**config.mk**
```make
export PLATFORM = sky130hd
export DESIGN_NAME = conv_seq_ctrl
export DESIGN_NICKNAME = d
export VERILOG_FILES = /design/src/rtl/conv_seq_ctrl.sv
export SDC_FILE = /design/constraint.sdc
export NUM_CORES = 1
export LEC_CHECK = 0
export BUFFER_PORTS_ARGS = -buffer_cell sky130_fd_sc_hd__buf_4
export CAP_MARGIN = 20
export CORE_MARGIN = 4
export CORE_UTILIZATION = 44
export CTS_CLUSTER_DIAMETER = 100
export DETAILED_ROUTE_END_ITERATION = 8
export PLACE_DENSITY = 0.74
export SYNTH_ARGS = -nofsm -noshare
export SYNTH_HDL_FRONTEND = slang
export SYNTH_SLANG_ARGS = --single-unit
```
**constraint.sdc**
```tcl
create_clock -name clk -period 1.4 [get_ports clk]
set_input_delay 0 -clock clk [delete_from_list [all_inputs] [get_ports clk]]
set_output_delay 0 -clock clk [all_outputs]
set_load 0.01 [all_outputs]
```
**src/rtl/conv_seq_ctrl.sv**
```systemverilog
module conv_seq_ctrl #(
  parameter int          RES_W    = 16,
  parameter logic [1:0]  RATE_DEF = 2'b11,
  parameter logic [1:0]  GAIN_DEF = 2'b00
) (
  input  logic             clk,
  input  logic             rst_n,
  input  logic             gen_reset,
  input  logic             cfg_we,
  input  logic [7:0]       cfg_wdata,
  output logic [7:0]       cfg_rdata,
  input  logic             res_rd,
  output logic [RES_W-1:0] res_rdata,
  output logic             new_data,
  input  logic             conv_done,
  input  logic [RES_W-1:0] conv_result,
  output logic             conv_en,
  output logic             conv_start,
  output logic [1:0]       conv_rate,
  output logic [1:0]       conv_gain
);
  localparam int SB_BIT   = 7;
  localparam int MODE_BIT = 4;

  logic       mode_single;
  logic [1:0] rate_cfg, gain_cfg;
  logic       busy;

  wire       mode_nx = cfg_we ? cfg_wdata[MODE_BIT] : mode_single;
  wire [1:0] rate_nx = cfg_we ? cfg_wdata[3:2] : rate_cfg;
  wire [1:0] gain_nx = cfg_we ? cfg_wdata[1:0] : gain_cfg;
  wire       kick    = cfg_we & cfg_wdata[SB_BIT] & cfg_wdata[MODE_BIT];
  wire       done_ok = conv_done & busy;
  wire       launch  = (~busy & (~mode_nx | kick)) | (done_ok & ~mode_nx);

  always_ff @(posedge clk or negedge rst_n) begin
    if (!rst_n) begin
      mode_single <= 1'b0;
      rate_cfg    <= RATE_DEF;
      gain_cfg    <= GAIN_DEF;
      busy        <= 1'b0;
      conv_start  <= 1'b0;
      conv_rate   <= RATE_DEF;
      conv_gain   <= GAIN_DEF;
      res_rdata   <= '0;
      new_data    <= 1'b0;
    end else if (gen_reset) begin
      mode_single <= 1'b0;
      rate_cfg    <= RATE_DEF;
      gain_cfg    <= GAIN_DEF;
      busy        <= 1'b0;
      conv_start  <= 1'b0;
      conv_rate   <= RATE_DEF;
      conv_gain   <= GAIN_DEF;
      res_rdata   <= '0;
      new_data    <= 1'b0;
    end else begin
      mode_single <= mode_nx;
      rate_cfg    <= rate_nx;
      gain_cfg    <= gain_nx;
      busy        <= launch | (busy & ~conv_done);
      conv_start  <= launch;
      if (launch) begin
        conv_rate <= rate_nx;
        conv_gain <= gain_nx;
      end
      if (done_ok) res_rdata <= conv_result;
      new_data    <= done_ok | (new_data & ~res_rd);
    end
  end

  assign conv_en   = busy;
  assign cfg_rdata = {~mode_single | busy, 2'b00, mode_single, rate_cfg, gain_cfg};
endmodule

```
* After elaboration in Yosys (flattened, before gate mapping)
Index checks and enable logic that the tools add are counted.
** Storage, ports and cells
- ROM bits :: 0
- Memories :: 0
- Word-level logic and storage cells :: 43
- Output and inout port bits :: 31
- Register bits :: 28
- Memory bits (writable) :: 0
- Bits in latches :: 0
** Operators by class
- Bitwise logic cells :: 17
- Shifts and indexed selects :: 0
- Mux-type cells :: 15
- Reduce and logical (&&, ||, !) cells :: 2
- Eq/ne operators :: 0
- Add/sub/neg operators :: 0
- Div/mod/pow operators :: 0
- $lt $le $gt $ge :: 0
- Multiply operators :: 0
** Operators with widths (count)
- two-way mux 16 bit :: 2
- two-way mux 2 bit :: 8
- AND 1 bit :: 7
- two-way mux 1 bit :: 5
- inverter 1 bit :: 5
- OR 1 bit :: 5
- nonzero test 2 bit :: 2

* Depth between registers and ports, before layout
- Word-level depth :: 7
- Mapped depth :: 4
- Gate-level depth less buffers :: 3

* Least setup slack after synthesis
No wires, ideal clock.
- Path type :: register to register
- Start point :: reg busy (netlist: conv_en)
- End point :: reg conv_gain[0]
- Arrival time :: 1.114 ns
- Period minus slack after synthesis :: 1.239 ns
- Slack :: 0.161 ns
- Cell stages (with the launch flop) :: 4
- Library setup time :: 0.125 ns
- Path buffers :: 0
- Cells stage by stage :: dfrtp_1 > nor2b_1 > o211ai_4 > mux2_4
** Between the ends
- Cells in the longest elaborated chain, start to end :: 4
** Ends and longest elaborated chain
- start, declared :: line 27 : logic busy;
- start signal, assigned :: line 61 : busy <= launch | (busy & ~conv_done);
- AND 1 bit / inverter 1 bit (equally long branches) :: line 33, 34
- AND 1 bit :: line 34 : wire launch = (~busy & (~mode_nx | kick)) | (done_ok & ~mode_nx);
- OR 1 bit * :: line 34
- nonzero test 2 bit (no line) *
- end signal, assigned :: line 65 : conv_gain <= gain_nx;
- end, declared :: line 20 : output logic [1:0] conv_gain
Mark *: on every way between the ends. The rest lies on a longest branch, timed or not.
A chain may end at the register's enable or synchronous reset.

* Worst setup path after layout
- Start point :: reg busy (netlist: conv_en)
- End point :: reg new_data
** Between the ends
- Cells in the longest elaborated chain, start to end :: 3
** Ends and longest elaborated chain
- AND 1 bit :: line 33 : wire done_ok = conv_done & busy;
- OR 1 bit :: line 68 : new_data <= done_ok | (new_data & ~res_rd);
- two-way mux 1 bit :: line 47 : end else if (gen_reset) begin
- end signal, assigned :: line 68
- end, declared :: line 14 : output logic new_data,
No other way between the ends.

==> impl_metrics.tcl <==
set metrics [dict create \
    status "finished clean" \
    die-area_um2 3530 \
    hold_viol_final 0 \
    rows 18 \
    p_per_area_nw_per_um2 851 \
    ys_seq_area_frac 0.607 \
    clkSinkCount 28 \
    ant_nets 0 \
    drt_iter0_markers 32 \
    grt_pass1_wl_mm 4.90 \
    cp_max_fo 6 \
    required_ns 1.62 \
    die_x_um 59.4 \
    leakagePower_nw 0.931 \
    crit_start "conv_en$_DFF_PN0_" \
    finClkSkew_ns 0.00987 \
    gp_congestion 0.698 \
    cts-root-buf "clkbuf_4" \
    insertedDiodeCount 0 \
    overflow 0 \
    yosys_register_bits 28 \
    routed_wl_mm 2.98 \
    die_h_um 59.4 \
    cts.reportedPaths.clkPinSlew_ns 0.14 \
    worstPathArrival_ns 1.56 \
    r2r_end "new_data$_DFF_PN0_" \
    cap_violations 0 \
    endpoint "new_data$_DFF_PN0_" \
    route.met3.wl_um 241 \
    fin_nets 193 \
    via_count 959 \
    io_buffers 56 \
    regArea_um2 707 \
    whs_ns 0.0791 \
    layout_commonest_cell "buf_4" \
    final_cell_mix "buf_4 (56), dlygate4sd3_1 (26), dfrtp_1 (23)" \
    avgSynthCellArea_um2 14.2 \
    worstSetupPathType "reg -> reg" \
    syn_area_um2 1160 \
    grt_pass1_vias 1035 \
    ys_top_cells_by_area "dfrtp_1 (52%), a22o_1 (12%), dfstp_2 (9.0%)" \
    drt-wirelength-per-cell_um 15.5 \
    io_pins 61 \
    dpl.hpwl_mm 1.87 \
    core_area_um2 2500 \
    grt_usage 0.185 \
    fillers 180 \
    min_period_over_period 0.961 \
    grt_max_degree 29 \
    power_mw 1.58 \
    wl_met2_mm 1.57 \
    reg2reg_depth 3 \
    drive_above_1_share 0.457 \
    m1WireLength_mm 1.16 \
    setup_viol 0 \
    worst_setup_path_end_kind "flop" \
    highest_layer "met4" \
    fin_crit_ns 1.35 \
    synth_top_area_frac 0.517 \
    drcViolationCount 0 \
    cts_tree "done" \
    clock_tree.buffer_depth 2 \
    clk_latency_ns 0.31 \
    antenna_found_initial 0 \
    layout.cells.non_filler 192 \
    syn_inst 82 \
    synthToLayoutAreaGrowth_pct 60.2 \
    postPlaceCellArea_um2 1570 \
    ys_types 22 \
    hold_path_class "in -> reg" \
    drt-vias-per-instance 4.99 \
    drt_first_pass_iters 4 \
    cts_buffers 3 \
    yosys_warnings 0 \
    drv_slew 0 \
    crit_path_start_kind "flop" \
    floorplan.initialDensity 0.465 \
    reg2reg_slack_ns 0.05 \
    multiInputGateArea_um2 410 \
    place_inst 162 \
    utilization 0.745 \
    h-tree-depth 1 \
    r2r-start "conv_en$_DFF_PN0_" \
    ir_drop_mv 0.577 \
    max_freq_mhz 743 \
    final_area_um2 1860 \
    synth_top_area_cell "dfrtp_1" \
]
==> sequential cells by signal, summed over array words and instances, names as in the netlist <==
register and count:
conv_start 1, conv_en 1, res_rdata 16, gain_cfg 2, new_data 1, conv_gain 2
rate_cfg 2, conv_rate 2, mode_single 1
==> how the worst min path moves through the flow <==
stage,start,endpoint,slack (ns),cells after the start
after floorplan,rst_n,conv_en$_DFF_PN0_,-0.30,0
after global routing,conv_done,conv_en$_DFF_PN0_,0.09,3
after detailed placement,rst_n,new_data$_DFF_PN0_,-0.07,1
after global placement,rst_n,new_data$_DFF_PN0_,-0.07,1
after CTS,cfg_we,mode_single$_DFF_PN0_,0.006,3
final,conv_done,conv_en$_DFF_PN0_,0.08,3
==> Yosys cell counts, drive strengths merged <==
master	count
nor2	4
nand2b	4
a211o	2
buf	7
nand2	2
dfstp	4
o211ai	1
a22o	16
or2	2
and2b	1
dfrtp	24
mux2i	2
mux2	4
nor2b	4
a21oi	4
conb	1
==> layout make-up <==
type,count,share of cell area
well taps,30,0.0202
multi-input cells,48,0.220
repair buffers,82,0.366
clock buffers,4,0.0141
flip-flops and latches,28,0.380
==> metal layers <==
layer	up-vias	GRT usage
met5	-	0
met4	0	0.0485
met3	2	0.0327
met2	43	0.334
met1	467	0.224
li1	447	-
==> metrics by stage <==
step | setup WS, ns | setup TNS, ns
after global routing | -0.00436 | -0.00436
after detailed placement | 0.0704 | 0
after CTS | 0.0259 | 0
final | 0.0544 | 0
after floorplan | 0.161 | 0
after global placement | 0.0847 | 0
==> what timing repair did <==
action | CTS | global route
hold buffers | 25 | 1
endpoints found under the setup margin | 0 | 18
resized for setup | 0 | 2
setup buffers | 0 | 0
endpoints found under the hold margin | 52 | 1
==> where the power goes <==
part	internal (mW)	switching (mW)	total, mW	leakage, nW
Combinational	0.217	0.151	0.368	0.551
Clock	0.111	0.209	0.320	0.0150
Sequential	0.864	0.0313	0.895	0.365
==> kinds of logic (layout without fill, tap and decap cells) <==
group	count (synthesis)	count (layout)	synth area share
AO/OA/AOI/OAI	23	23	0.174
flip-flops	28	28	0.607
AND/OR/NAND/NOR	17	17	0.0969
multiplexers	6	6	0.0689
buffers and inverters	7	86	0.0495
other	1	2	0.00323
==> worst max-delay path, stage by stage (launching register included) <==
cell           delay, ns
dfrtp_2             0.48
nand2_1             0.14
a21oi_1             0.08
dlygate4sd3_1       0.55
Power figures use the tool's default switching activity.
